==> src/rtl/ebus_pkg.sv <==
package ebus_pkg;
    localparam int unsigned REQ_BYTES  = 4;
    localparam int unsigned REQ_W      = REQ_BYTES * 8;
    localparam int unsigned LANES      = 2;
    localparam int unsigned EXT_W      = LANES * 8;
    localparam int unsigned MAX_PIECES = 4;
    localparam int unsigned IDX_W      = $clog2(MAX_PIECES);
    localparam int unsigned CNT_W      = IDX_W + 1;

    typedef enum logic [1:0] {
        SZ_BYTE = 2'd0,
        SZ_HALF = 2'd1,
        SZ_WORD = 2'd2,
        SZ_RSVD = 2'd3
    } xfer_size_e;

    typedef enum logic [1:0] {
        ST_IDLE   = 2'd0,
        ST_ADDR   = 2'd1,
        ST_STRB   = 2'd2,
        ST_FINISH = 2'd3
    } bus_state_e;

    typedef struct packed {
        logic [1:0] offs;
        logic       half;
    } piece_t;

    function automatic int unsigned size_bytes(input logic [1:0] sz);
        unique case (sz)
            SZ_HALF: return 2;
            SZ_WORD: return 4;
            default: return 1;
        endcase
    endfunction
endpackage

==> src/rtl/ebus_plan.sv <==
module ebus_plan
    import ebus_pkg::*;
(
    input  logic [1:0]       size,
    input  logic             addr_odd,
    input  logic             bus8,
    input  logic [IDX_W-1:0] idx,
    output logic [CNT_W-1:0] count,
    output piece_t           piece
);
    always_comb begin
        count      = CNT_W'(1);
        piece.offs = 2'd0;
        piece.half = 1'b0;
        if (bus8) begin
            count      = CNT_W'(size_bytes(size));
            piece.offs = idx;
        end else begin
            unique case (size)
                SZ_HALF: begin
                    if (!addr_odd) begin
                        piece.half = 1'b1;
                    end else begin
                        count      = CNT_W'(2);
                        piece.offs = idx;
                    end
                end
                SZ_WORD: begin
                    if (!addr_odd) begin
                        count      = CNT_W'(2);
                        piece.half = 1'b1;
                        piece.offs = {idx[0], 1'b0};
                    end else begin
                        count = CNT_W'(3);
                        unique case (idx)
                            2'd0:    piece.offs = 2'd0;
                            2'd1: begin
                                piece.offs = 2'd1;
                                piece.half = 1'b1;
                            end
                            default: piece.offs = 2'd3;
                        endcase
                    end
                end
                default: begin
                    count = CNT_W'(1);
                end
            endcase
        end
    end
endmodule

==> src/rtl/ebus_lanes.sv <==
module ebus_lanes
    import ebus_pkg::*;
(
    input  logic             clk,
    input  logic             rst_n,
    input  logic             active,
    input  logic             drive,
    input  logic             write,
    input  logic             bus8,
    input  logic             single_strobe,
    input  logic [1:0]       size,
    input  logic             cyc_addr0,
    input  piece_t           piece,
    input  logic [REQ_W-1:0] wdata,
    output logic [EXT_W-1:0] dout,
    output logic             hi_used,
    output logic             lo_used,
    output logic             rd_n,
    output logic             we_n,
    output logic             we_hi_n,
    output logic             we_lo_n,
    output logic             be_hi_n,
    output logic             be_lo_n
);
    function automatic logic [7:0] pick(input logic [REQ_W-1:0] d,
                                        input logic [1:0] sz,
                                        input logic [1:0] off);
        int unsigned sh;
        sh = (size_bytes(sz) - 1 - int'(off)) * 8;
        return 8'(d >> sh);
    endfunction

    logic [7:0] b_first;
    logic [7:0] b_second;
    logic [1:0] lane_used;

    always_comb begin
        b_first  = pick(wdata, size, piece.offs);
        b_second = pick(wdata, size, piece.offs + 2'd1);
        if (bus8) begin
            hi_used = 1'b0;
            lo_used = 1'b1;
        end else if (piece.half) begin
            hi_used = 1'b1;
            lo_used = 1'b1;
        end else begin
            hi_used = ~cyc_addr0;
            lo_used = cyc_addr0;
        end
        lane_used = {hi_used, lo_used};

        dout = '0;
        if (drive && write) begin
            if (piece.half && !bus8) begin
                dout = {b_first, b_second};
            end else if (hi_used) begin
                dout = {b_first, 8'h00};
            end else begin
                dout = {8'h00, b_first};
            end
        end
    end

    logic [LANES-1:0] we_lane_n;
    logic [LANES-1:0] be_lane_n;

    for (genvar g = 0; g < LANES; g++) begin : g_lane
        always_comb begin
            we_lane_n[g] = ~(active && write && !single_strobe && lane_used[g]);
            be_lane_n[g] = ~(active && single_strobe && !bus8 && lane_used[g]);
        end
    end

    always_comb begin
        rd_n    = ~(active && !write);
        we_n    = ~(active && write && single_strobe);
        we_hi_n = we_lane_n[1];
        we_lo_n = we_lane_n[0];
        be_hi_n = be_lane_n[1];
        be_lo_n = be_lane_n[0];
    end

    p_narrow_lo_only_r6: assert property (@(posedge clk) disable iff (!rst_n)
        bus8 |-> (we_hi_n && be_hi_n && be_lo_n));

    p_one_write_scheme_r7: assert property (@(posedge clk) disable iff (!rst_n)
        !(!we_n && (!we_hi_n || !we_lo_n)));

    p_read_no_write_r7: assert property (@(posedge clk) disable iff (!rst_n)
        !rd_n |-> (we_n && we_hi_n && we_lo_n));
endmodule

==> src/rtl/ebus_gather.sv <==
module ebus_gather
    import ebus_pkg::*;
(
    input  logic             clk,
    input  logic             rst_n,
    input  logic             clear,
    input  logic             capture,
    input  logic             bus8,
    input  logic [1:0]       size,
    input  logic             cyc_addr0,
    input  piece_t           piece,
    input  logic [EXT_W-1:0] din,
    output logic [REQ_W-1:0] rdata
);
    logic [REQ_W-1:0] acc_q;
    logic [REQ_W-1:0] acc_d;
    int unsigned      pos_a;
    int unsigned      pos_b;
    logic [7:0]       byte_a;
    logic [7:0]       byte_b;
    logic             take_b;

    always_comb begin
        pos_a  = size_bytes(size) - 1 - int'(piece.offs);
        pos_b  = (pos_a == 0) ? 0 : pos_a - 1;
        take_b = piece.half && !bus8;
        if (bus8) begin
            byte_a = din[7:0];
        end else if (piece.half) begin
            byte_a = din[15:8];
        end else begin
            byte_a = cyc_addr0 ? din[7:0] : din[15:8];
        end
        byte_b = din[7:0];

        acc_d = acc_q;
        if (clear) begin
            acc_d = '0;
        end else if (capture) begin
            for (int k = 0; k < REQ_BYTES; k++) begin
                if (k == int'(pos_a)) acc_d[8*k +: 8] = byte_a;
                if (take_b && k == int'(pos_b)) acc_d[8*k +: 8] = byte_b;
            end
        end
    end

    always_ff @(posedge clk or negedge rst_n) begin
        if (!rst_n) acc_q <= '0;
        else        acc_q <= acc_d;
    end

    assign rdata = acc_q;

    p_clear_zero_r9: assert property (@(posedge clk) disable iff (!rst_n)
        clear |=> (rdata == '0));
endmodule

==> src/rtl/ebus_splitter.sv <==
module ebus_splitter
    import ebus_pkg::*;
#(
    parameter int unsigned ADDR_W = 24
) (
    input  logic              clk,
    input  logic              rst_n,
    input  logic              req_valid,
    input  logic              req_write,
    input  logic [1:0]        req_size,
    input  logic [ADDR_W-1:0] req_addr,
    input  logic [31:0]       req_wdata,
    input  logic              cfg_bus8,
    input  logic              cfg_single_strobe,
    input  logic              cfg_page_rd,
    input  logic              cfg_page_wr,
    output logic              busy,
    output logic              done,
    output logic [31:0]       rdata,
    output logic [ADDR_W-1:0] ext_addr,
    output logic [15:0]       ext_dout,
    input  logic [15:0]       ext_din,
    output logic              ext_rd_n,
    output logic              ext_we_n,
    output logic              ext_we_hi_n,
    output logic              ext_we_lo_n,
    output logic              ext_be_hi_n,
    output logic              ext_be_lo_n,
    output logic              ext_page
);
    bus_state_e        st_q;
    bus_state_e        st_d;
    logic [IDX_W-1:0]  idx_q;
    logic [IDX_W-1:0]  idx_d;
    logic              r_write;
    logic [1:0]        r_size;
    logic [ADDR_W-1:0] r_addr;
    logic [REQ_W-1:0]  r_wdata;
    logic              r_bus8;
    logic              r_single;
    logic              r_pg_rd;
    logic              r_pg_wr;

    logic [CNT_W-1:0]  count;
    piece_t            piece;
    logic              accept;
    logic              last_piece;

    assign accept     = (st_q == ST_IDLE) && req_valid;
    assign last_piece = ({1'b0, idx_q} == count - CNT_W'(1));

    ebus_plan u_plan (
        .size     (r_size),
        .addr_odd (r_addr[0]),
        .bus8     (r_bus8),
        .idx      (idx_q),
        .count    (count),
        .piece    (piece)
    );

    always_comb begin
        st_d  = st_q;
        idx_d = idx_q;
        unique case (st_q)
            ST_IDLE: begin
                if (req_valid) begin
                    st_d  = ST_ADDR;
                    idx_d = '0;
                end
            end
            ST_ADDR: st_d = ST_STRB;
            ST_STRB: begin
                if (last_piece) begin
                    st_d = ST_FINISH;
                end else begin
                    st_d  = ST_ADDR;
                    idx_d = idx_q + IDX_W'(1);
                end
            end
            ST_FINISH: st_d = ST_IDLE;
            default:   st_d = ST_IDLE;
        endcase
    end

    always_ff @(posedge clk or negedge rst_n) begin
        if (!rst_n) begin
            st_q     <= ST_IDLE;
            idx_q    <= '0;
            r_write  <= 1'b0;
            r_size   <= SZ_BYTE;
            r_addr   <= '0;
            r_wdata  <= '0;
            r_bus8   <= 1'b0;
            r_single <= 1'b0;
            r_pg_rd  <= 1'b0;
            r_pg_wr  <= 1'b0;
        end else begin
            st_q  <= st_d;
            idx_q <= idx_d;
            if (accept) begin
                r_write  <= req_write;
                r_size   <= req_size;
                r_addr   <= req_addr;
                r_wdata  <= req_wdata;
                r_bus8   <= cfg_bus8;
                r_single <= cfg_single_strobe;
                r_pg_rd  <= cfg_page_rd;
                r_pg_wr  <= cfg_page_wr;
            end
        end
    end

    logic in_cycle;
    logic strobing;
    logic hi_used;
    logic lo_used;

    always_comb begin
        in_cycle = (st_q == ST_ADDR) || (st_q == ST_STRB);
        strobing = (st_q == ST_STRB);
        busy     = (st_q != ST_IDLE);
        done     = (st_q == ST_FINISH);
        ext_addr = r_addr + ADDR_W'(piece.offs);
        ext_page = in_cycle && (idx_q != '0) && (r_size != SZ_BYTE)
                   && (r_size != SZ_RSVD) && (r_write ? r_pg_wr : r_pg_rd);
    end

    ebus_lanes u_lanes (
        .clk           (clk),
        .rst_n         (rst_n),
        .active        (strobing),
        .drive         (in_cycle),
        .write         (r_write),
        .bus8          (r_bus8),
        .single_strobe (r_single),
        .size          (r_size),
        .cyc_addr0     (ext_addr[0]),
        .piece         (piece),
        .wdata         (r_wdata),
        .dout          (ext_dout),
        .hi_used       (hi_used),
        .lo_used       (lo_used),
        .rd_n          (ext_rd_n),
        .we_n          (ext_we_n),
        .we_hi_n       (ext_we_hi_n),
        .we_lo_n       (ext_we_lo_n),
        .be_hi_n       (ext_be_hi_n),
        .be_lo_n       (ext_be_lo_n)
    );

    ebus_gather u_gather (
        .clk       (clk),
        .rst_n     (rst_n),
        .clear     (accept),
        .capture   (strobing && !r_write),
        .bus8      (r_bus8),
        .size      (r_size),
        .cyc_addr0 (ext_addr[0]),
        .piece     (piece),
        .din       (ext_din),
        .rdata     (rdata)
    );

    p_strobes_idle_r10: assert property (@(posedge clk) disable iff (!rst_n)
        (st_q != ST_STRB) |-> (ext_rd_n && ext_we_n && ext_we_hi_n && ext_we_lo_n
                               && ext_be_hi_n && ext_be_lo_n));

    p_addr_setup_r10: assert property (@(posedge clk) disable iff (!rst_n)
        (st_q == ST_STRB) |-> $stable(ext_addr));

    p_done_pulse_r9: assert property (@(posedge clk) disable iff (!rst_n)
        done |=> !done);

    p_hold_while_busy_r9: assert property (@(posedge clk) disable iff (!rst_n)
        (busy && !done) |=> $stable(r_addr));

    p_first_not_page_r8: assert property (@(posedge clk) disable iff (!rst_n)
        ((st_q == ST_STRB) && (idx_q == '0)) |-> !ext_page);

    p_half_even_r4: assert property (@(posedge clk) disable iff (!rst_n)
        ((st_q == ST_STRB) && hi_used && lo_used) |-> !ext_addr[0]);
endmodule

==> config.mk <==
export PLATFORM = sky130hd
export DESIGN_NAME = ebus_splitter
export DESIGN_NICKNAME = d
export VERILOG_FILES = /design/src/rtl/ebus_pkg.sv /design/src/rtl/ebus_plan.sv /design/src/rtl/ebus_lanes.sv /design/src/rtl/ebus_gather.sv /design/src/rtl/ebus_splitter.sv
export SDC_FILE = /design/constraint.sdc
export NUM_CORES = 1
export LEC_CHECK = 0
export CAP_MARGIN = 5
export CORE_ASPECT_RATIO = 1.4
export CORE_MARGIN = 3
export CORE_UTILIZATION = 35
export DETAILED_ROUTE_END_ITERATION = 12
export GPL_TIMING_DRIVEN = 1
export RECOVER_POWER = 100
export SYNTH_ARGS = -nofsm -noshare
export SYNTH_HDL_FRONTEND = slang
export SYNTH_SLANG_ARGS = --single-unit
==> constraint.sdc <==
create_clock -name clk -period 8.2 [get_ports clk]
set_input_delay 1.64 -clock clk [delete_from_list [all_inputs] [get_ports clk]]
set_output_delay 1.64 -clock clk [all_outputs]
set_load 0.05 [all_outputs]
---- Yosys cells after proc, flatten, opt, wreduce, memory -nomap -nowiden ----
Index checks and enable logic that the tools add are counted.
storage, ports and cells
  register bits ........................... 99
  input port bits ......................... 82
  output and inout port bits .............. 81
  logic and storage cells ................. 132
operators by class
  add/sub/neg operators ................... 8
  equality and inequality tests ........... 16
  shift-type cells ........................ 2
  muxes and demuxes ....................... 41
  bitwise logic cells ..................... 7
  reduce and logical (&&, ||, !) cells .... 44
operator list
  cell                   number
  $eq 3x32->1 const A    4
  $logic_not 32->1       3
  $mux 32                3
  $mux 8                 11
  $eq 2x32->1 const A    2
  $shr 32x32->8          2
  $mux 16                3
  $sub 32x1->32 const B  1
  $sub 32x2->32          1
  $sub 29x2->29          1
  $add 24x2->24          1
  $logic_and 1x1->1      21
  $pmux 3 s2             3
  $mux 2                 7
  $reduce_bool 3->1      4
  $reduce_bool 2->1      5
  $mux 1                 9
  $pmux 2 s2             2
  $pmux 2 s4             1
  $reduce_and 2->1       4
  $not 1->1              7
  $eq 2x1->1 const B     3
  $eq 2x2->1 const B     3
  $mux 3                 2
  9 further kinds        15

---- Depth between registers and ports, before layout ----
Gate-level depths: netlist (run 1).
  word-level depth ........................ 13
  mapped depth ............................ 18
  mapped depth without buffers ............ 16

---- By module ----
Synthesis (run 1) repeated with hierarchy kept, for this count alone.
second synthesis, totals
  cell total of the unflattened synthesis .. 599
  area, all modules ....................... 6555.0 um^2
by module, submodules not included
  module         times used  cells an instance  area each (um^2)  sequential area each (um^2)
  ebus_splitter  1           249                3175.5            1676.6
  ebus_gather    1           204                2100.8            800.8
  ebus_lanes     1           120                1087.3            0.0
  ebus_plan      1           26                 191.4             0.0

---- Worst setup path after synthesis (run 1) ----
No wires, ideal clock.
  path type ............................... flip-flop to output port
  start ................................... register r_size[0]
  end ..................................... output port ext_dout[7]
  data arrival time ....................... 3.904 ns
  required time ........................... 6.560 ns
  setup slack ............................. 2.656 ns
  stages on the path, launching flop included .. 18
  path buffers ............................ 1
  cells stage by stage .................... dfrtp_1 > inv_1 > ha_1 > buf_2 > a21oi_1 > nor2_1 > a21o_1 > a32o_1 > xnor2_1 > inv_1 > ha_1 > a21oi_1 > nand2_1 > ha_1 > nor4b_1 > and4_1 > nand3_1 > o22ai_1
between the ends
  longest elaborated chain between the ends .. 10
  elaborated cells between the ends (all ways) .. 20
  those cells by class .................... add/sub: 5; eq/ne: 2; shift: 2; mux: 9; bitwise: 1; reduce/logical: 1
RTL lines
  item                                                                   line                  source
  start: declaration                                                     ebus_splitter.sv:36   logic [1:0] r_size;
  start signal: assignment                                               ebus_splitter.sv:102  r_size <= req_size;
  parallel branches: the longest is 8 deep, another holds $sub 32x2->32  -
  $mux 16 (*)                                                            ebus_lanes.sv:54      if (piece.half && !bus8) begin
  $mux 16 (*)                                                            ebus_lanes.sv:53      if (drive && write) begin
  end: declaration                                                       ebus_splitter.sv:21   output logic [15:0] ext_dout,
Every way passes the cells marked *.

---- Worst setup path in the final report (run 1) ----
  start ................................... input port req_valid
  end ..................................... register u_gather.acc_q[21] (netlist: u_gather.rdata[21])
between the ends
  longest elaborated chain between the ends .. 3
  elaborated cells between the ends (all ways) .. 5
  those cells by class .................... mux: 1; reduce/logical: 4
RTL lines
  item                                                                            line                 source
  start: declaration                                                              ebus_splitter.sv:8   input logic req_valid,
  $logic_and 1x1->1 (*)                                                           ebus_splitter.sv:49  assign accept = (st_q == ST_IDLE) && req_valid;
  $reduce_bool 3->1 (no source line) / $reduce_bool 2->1 (equally long branches)  -
  $reduce_and 2->1 (no source line)                                               -
  end signal: assignment                                                          ebus_gather.sv:48    if (!rst_n) acc_q <= '0;
  end signal: assignment                                                          ebus_gather.sv:49    else acc_q <= acc_d;
  end: declaration                                                                ebus_gather.sv:15    logic [REQ_W-1:0] acc_q;
Every way passes the cells marked *; elsewhere a longest branch is shown, timed or not.
A chain may end at the register's enable or synchronous reset.

==> results.md, run 1 <==
* Outcome: finished with violations
* Failing checks: max-capacitance violations, max-slew violations
* Post-synth top area share at 39.9%
* Critical path fanouts, max at 72
* Ranking of synthesized cells by area: dfrtp_1, mux2_2, mux4_2
* Die Width at 119 µm
* Syn_area_per_cell at 10.5 µm²
* Critical Path RT at 8.36 ns
* Pin count of the biggest net entering global routing at between 70 and 80
* Core Box Area at 0.0174 mm²
* Fillers at 1704
* DIE AREA at 0.0194 mm²
* Syn Std Cell Area at 0.00621 mm²
* Initial core utilization at 35.7%
* Setup TNS at 0 ns
* H-tree levels at 3
* First-pass GRT wire length at 28.2 mm
* Input/output buffers at 162
* Final Hold Viols at 0
* Post-CTS Resized at 0
* Core Rows at 57
* Final nets at 852
* Achievable Freq at 0.146 GHz
* Wirelength per Cell at 17.7 µm
* Antenna diode instance count at 0
* Critical path arrival at 7.02 ns
* Vias per std cell at 5.37
* Top post-synthesis cells by count: dfrtp_1, mux2_2, inv_1, nand2_1, ha_1
* Iter 0 DRT Violations at 331
* Layout Cells excl Fill at 980
* Drt pass-1 iters at 5
* Via Count at 5266
* Total clock sinks at 99
* Register clock-pin slew on the reported worst setup and hold paths at 0.07 ns
* DRC viols at 0
* WL final at approximately 17 mm
* Hold Path Class: flop to flop
* Initial antenna violation count at 0
* Met2 Resource Use GR at about a third
* Post-synth EDFFs at 0
* Die height at 164 µm
* Final Wtd Congestion at 0.868
* Setup bufs post-CTS at 0
* CP endpoint kind: flop
* GRT met3 Usage at 4.19%
* Layout area overhead at 34.1%
* Setup Viol. Count Final at 0
* Overflow after GRT at 0
* Final ANT Viol Nets at 0
* Total Routing Usage GR at 18.2%
* # IOs at around 160
* Post-Synthesis Cells at 591
* Reg-to-reg slack, setup at 2.47 ns
* Hold buffer count at CTS at 0
* Worst skew pair latency at approximately 0.35 ns
* Critical path launch point type: input port
* Clk root buf: clkbuf_16
* Area leader, netlist: dfrtp_1
* Tcrit/Tclk final at between 80% and 90%
* Relative slew slack at -156%
* Yosys cell types at 54
* Most common cell in the netlist: dfrtp_1
* Ys flop type: dfrtp_1
* Slew of the pin with the lowest slew margin at 3.84 ns
* Setup repair after global routing missed its margin: no
* Fin crit period at 6.86 ns
* Gr busiest metal: met2
* Fin. max-slew vios at 175
* Cells after DPL at 964
* Met1 usage at 21.0%
* Share of layout cells above drive strength 1 at 14.5%
* CTS tree: built
* FF+latch count, synth at 99
* Clock Path Buffers at 2
* CTS buffer count at 9
* Fraction of registers with async set/reset at between 90% and 100%
* Max Cap Violations at 3
* Detailed placement HPWL at 13.2 mm
* Max Clock Skew at roughly 0.005 ns
* Sequential area share after synthesis at 39.9%
* Yosys warning count at 0
* Vias in the first global route at 5437
* Critical path class: input port to flop
worst max-delay path: stages:
cell and delay, ns:
dlygate4sd3_1 0.57, and2_0 0.25, clkbuf_1 2.71, o21ai_0 0.93
o31ai_4 0.65, o221ai_1 0.18
metrics by stage:
| stage | hold slack (ns) | util, % | setup WS, ns | instance area [µm²] |
|---|---|---|---|---|
| after CTS | 0.517 | 48.0 | 1.48 | 8350 |
| final | 0.510 | 47.9 | 1.34 | 8330 |
| after floorplan | 0.480 | - | 2.66 | 6220 |
| after detailed placement | 0.501 | 46.1 | 1.90 | 8030 |
| after global routing | 0.532 | 47.9 | 0.728 | 8330 |
| after global placement | 0.492 | 46.1 | 2.09 | 8030 |
flip-flops by register name (all words and copies together), names as in the netlist:
signal / count
r_wdata: 32
u_gather.rdata: 32
r_addr: 24
idx_q: 2
r_size: 2
st_q: 2
r_bus8: 1
r_pg_rd: 1
r_pg_wr: 1
r_single: 1
r_write: 1
final timing paths:
path                              startpoint                 end  cells after the start
setup / recovery                   req_valid  u_gather.rdata[21]                      6
hold / removal             u_gather.rdata[3]   u_gather.rdata[3]                      1
setup reg to reg                     st_q[0]  u_gather.rdata[21]                      7
hold reg to reg            u_gather.rdata[3]   u_gather.rdata[3]                      1
max in group asynchronous              rst_n           r_size[0]                      2
min in group asynchronous              rst_n  u_gather.rdata[12]                      1
routing by layer:
| metal | part of all wire (%) | routed length (µm) |
|---|---|---|
| met1 | 40 | 6860 |
| met4 | 3.9 | 680 |
| met3 | 6.4 | 1120 |
| met2 | 50 | 8700 |
| met5 | 0 | 0 |
final cells by class:
class	instances	area (µm²)	area share, %
multi-input cells	410	3400	40.8
flip-flops and latches	99	2480	29.7
repair buffers	168	1650	19.8
well taps	236	295	3.54
clock buffers	11	233	2.79
inverters	51	191	2.30
clock inverters	5	86.3	1.04
layout by cell type, fill, tap and decap left out, drive strengths merged, types with 2 or more instances in the layout:
cell,netlist,routed
a21oi,11,11
nor2b,12,12
o211ai,18,18
o221ai,24,24
nand2b,5,5
nand2,43,43
o22ai,8,8
and2,4,4
o21ai,15,15
conb,1,4
a211o,10,10
mux2,68,68
a31oi,9,9
mux2i,2,2
a21o,3,3
bufinv,0,2
nand4,9,9
inv,51,52
nor3,13,13
buf,20,4
fa,3,3
and4,4,4
ha,28,28
xnor2,18,18
or2,2,2
and3,7,7
xor2,9,9
clkinvlp,0,2
o2111ai,3,3
nor2,26,26
clkdlybuf4s50,0,79
nand3,20,20
dlygate4sd3,0,82
dfrtp,99,99
mux4,16,16
clkbuf,14,14
o31ai,2,2
nor4b,2,2
logic make-up after synthesis:
kind of cell / count (synthesis) / synth area share, %
buf+inv: 85 / 5.56
fa+ha+maj: 31 / 6.61
mux: 86 / 18.5
flops: 99 / 39.9
xor+xnor: 27 / 3.81
compound gates: 111 / 13.5
simple gates: 151 / 12.1
other cells: 1 / 0.0604
Power of run 1 is left out: the tool's default activity adds up to more than one toggle a clock period on the data nets, which glitch-free logic cannot reach.
==> run 2, diff against run 1 <==
clock period = 5.9 ns   (was 8.2 ns; I/O delays follow)
==> run 2 against run 1 <==
Effect of this change:
- the flow still finishes with violations (max-capacitance violations, max-slew violations)
- final area is 0.60% lower
- clock skew is 0.0012 ns higher
- utilization is 0.29 points lower
- die area stayed put
- largest cell class unchanged
- highest routed layer unchanged
==> results.md, run 2 (same netlist as run 1, synthesis figures left out) <==
* WL final at 17.5 mm (was 17.4 mm)
* CTS buffer count at 9 (unchanged)
* Critical path arrival at 4.46 ns (was 7.02 ns)
* Setup repair after global routing missed its margin: no (unchanged)
* Input/output buffers at 162 (unchanged)
* Final Hold Viols at 0 (unchanged)
* Post-CTS Resized at 0 (unchanged)
* Clock Path Buffers at 2 (unchanged)
* Max Clock Skew at 0.00620 ns (was 0.00501 ns)
* Total clock sinks at 99 (unchanged)
* Initial core utilization at 35.7% (unchanged)
* Most frequent cells in the layout: dfrtp_1, clkdlybuf4s50_1, mux2_2 (was dfrtp_1, dlygate4sd3_1, clkdlybuf4s50_1)
* H-tree levels at 3 (unchanged)
* Outcome: finished with violations (unchanged)
* Layout area overhead at 33.3% (was 34.1%)
* Tcrit/Tclk final at 95.5%
* Vias per std cell at 5.36 (was 5.37)
* Core Box Area at 0.0174 mm² (unchanged)
* DIE AREA at 0.0194 mm² (unchanged)
* Hold buffer count at CTS at 0 (unchanged)
* Via Count at 5271 (was 5266)
* Setup bufs post-CTS at 0 (unchanged)
* Commonest non-fill, non-tap cell in the layout: dfrtp_1 (unchanged)
* Share of layout cells above drive strength 1 at 16.3% (was 14.5%)
* Pin count of the biggest net entering global routing at 72 (was 73)
* Core Rows at 57 (unchanged)
* Critical path launch point type: flop (was input port)
* First-pass GRT wire length at 28.3 mm (was 28.2 mm)
* Total Routing Usage GR at 18.2% (about the same)
* Setup TNS at 0 ns (unchanged)
* Slew of the pin with the lowest slew margin at 3.67 ns (was 3.84 ns)
* Antenna diode instance count at 0 (unchanged)
* Worst skew pair latency at 0.35 ns (about the same)
* Setup Viol. Count Final at 0 (unchanged)
* Final ANT Viol Nets at 0 (unchanged)
* Max Cap Violations at 2 (was 3)
* Die height at 164 µm (unchanged)
* DRC viols at 0 (unchanged)
* Critical path class: flop to output port (was input port to flop)
* Iter 0 DRT Violations at 283 (was 331)
* Critical path fanouts, max at 11 (was 72)
* Vias in the first global route at 5602 (was 5437)
* CTS tree: built (unchanged)
* Failing checks: max-capacitance violations, max-slew violations (unchanged)
* Critical Path RT at 4.72 ns (was 8.36 ns)
* Die Width at 119 µm (unchanged)
* Final Wtd Congestion at 0.851 (was 0.868)
* Clk root buf: clkbuf_16 (unchanged)
* Fin crit period at 5.64 ns
* # IOs at 163 (unchanged)
* Register clock-pin slew on the reported worst setup and hold paths at 0.07 ns (about the same)
* Detailed placement HPWL at 13.5 mm (was 13.2 mm)
* Relative slew slack at -145% (was -156%)
* Fin. max-slew vios at 127 (was 175)
* Achievable Freq at around 0.18 GHz
* Drt pass-1 iters at 4 (was 5)
* CP endpoint kind: output port (was flop)
* Hold Path Class: flop to flop (unchanged)
* Final nets at 856 (was 852)
* Initial antenna violation count at 0 (unchanged)
* Overflow after GRT at 0 (unchanged)
* Wirelength per Cell at 17.7 µm (about the same)
[run 2: cell types whose count changed in the layout (fill, tap and decap cells not counted), sizes merged]
| cell | before | now |
|---|---|---|
| clkbuf | 14 | 23 |
| clkinv | 0 | 1 |
| clkdlybuf4s50 | 79 | 85 |
| clkinvlp | 2 | 1 |
| bufinv | 2 | 1 |
| dlygate4sd3 | 82 | 65 |
| inv | 52 | 54 |
| buf | 4 | 9 |
[run 2: cell type report]
type                    instances  area (µm²)
clock inverters                 6        71.3
well taps                     236         295
multi-input cells             410        3380
repair buffers                172        1630
inverters                      51         191
flip-flops and latches         99        2480
clock buffers                  10         239
fillers                      1697        9120
[run 2: metal layers]
metal / global-route usage [%] / part of all wire (%)
met1: 20.7 / 39
met2: 32.1 / 51
met3: 4.05 / 6.2
met4: 9.28 / 3.3
met5: 0 / 0
[run 2: path summary, 6_finish.rpt]
kind | from | to | slack, ns | cells past startpoint
max reg2reg | r_size[0] | u_gather.rdata[15] | 1.07 | 16
min reg2reg | u_gather.rdata[6] | u_gather.rdata[6] | 0.50 | 1
min | u_gather.rdata[6] | u_gather.rdata[6] | 0.50 | 1
max | r_size[0] | ext_dout[11] | 0.26 | 15
max in group asynchronous | rst_n | r_write | 1.62 | 2
min in group asynchronous | rst_n | u_gather.rdata[12] | 1.86 | 1
[run 2: per-stage QoR]
step	setup slack (ns)	hold slack (ns)	std cells	utilization (%)	area [µm²]
global placement	0.668	0.492	968	46.2	8030
global route	0.0128	0.535	984	47.6	8280
floorplan	0.816	0.480	594	-	6220
finish	0.264	0.504	984	47.6	8280
detailed placement	0.497	0.498	968	46.2	8030
CTS	0.102	0.513	984	48.0	8340
[run 2: worst max-delay path: stages (launching register included)]
cell and delay [ns]:
dfrtp_1 0.40, inv_1 0.09, ha_1 0.37, a31oi_1 0.20, nor2_1 0.06, a41oi_1 0.30
inv_1 0.12, ha_1 0.23, fa_1 0.55, inv_1 0.17, o211ai_1 0.11, nand2_1 0.29
buf_4 0.22, nand2_1 0.08, nor2_1 0.09, clkdlybuf4s50_1 0.82
Power of run 2 is left out for the same reason.
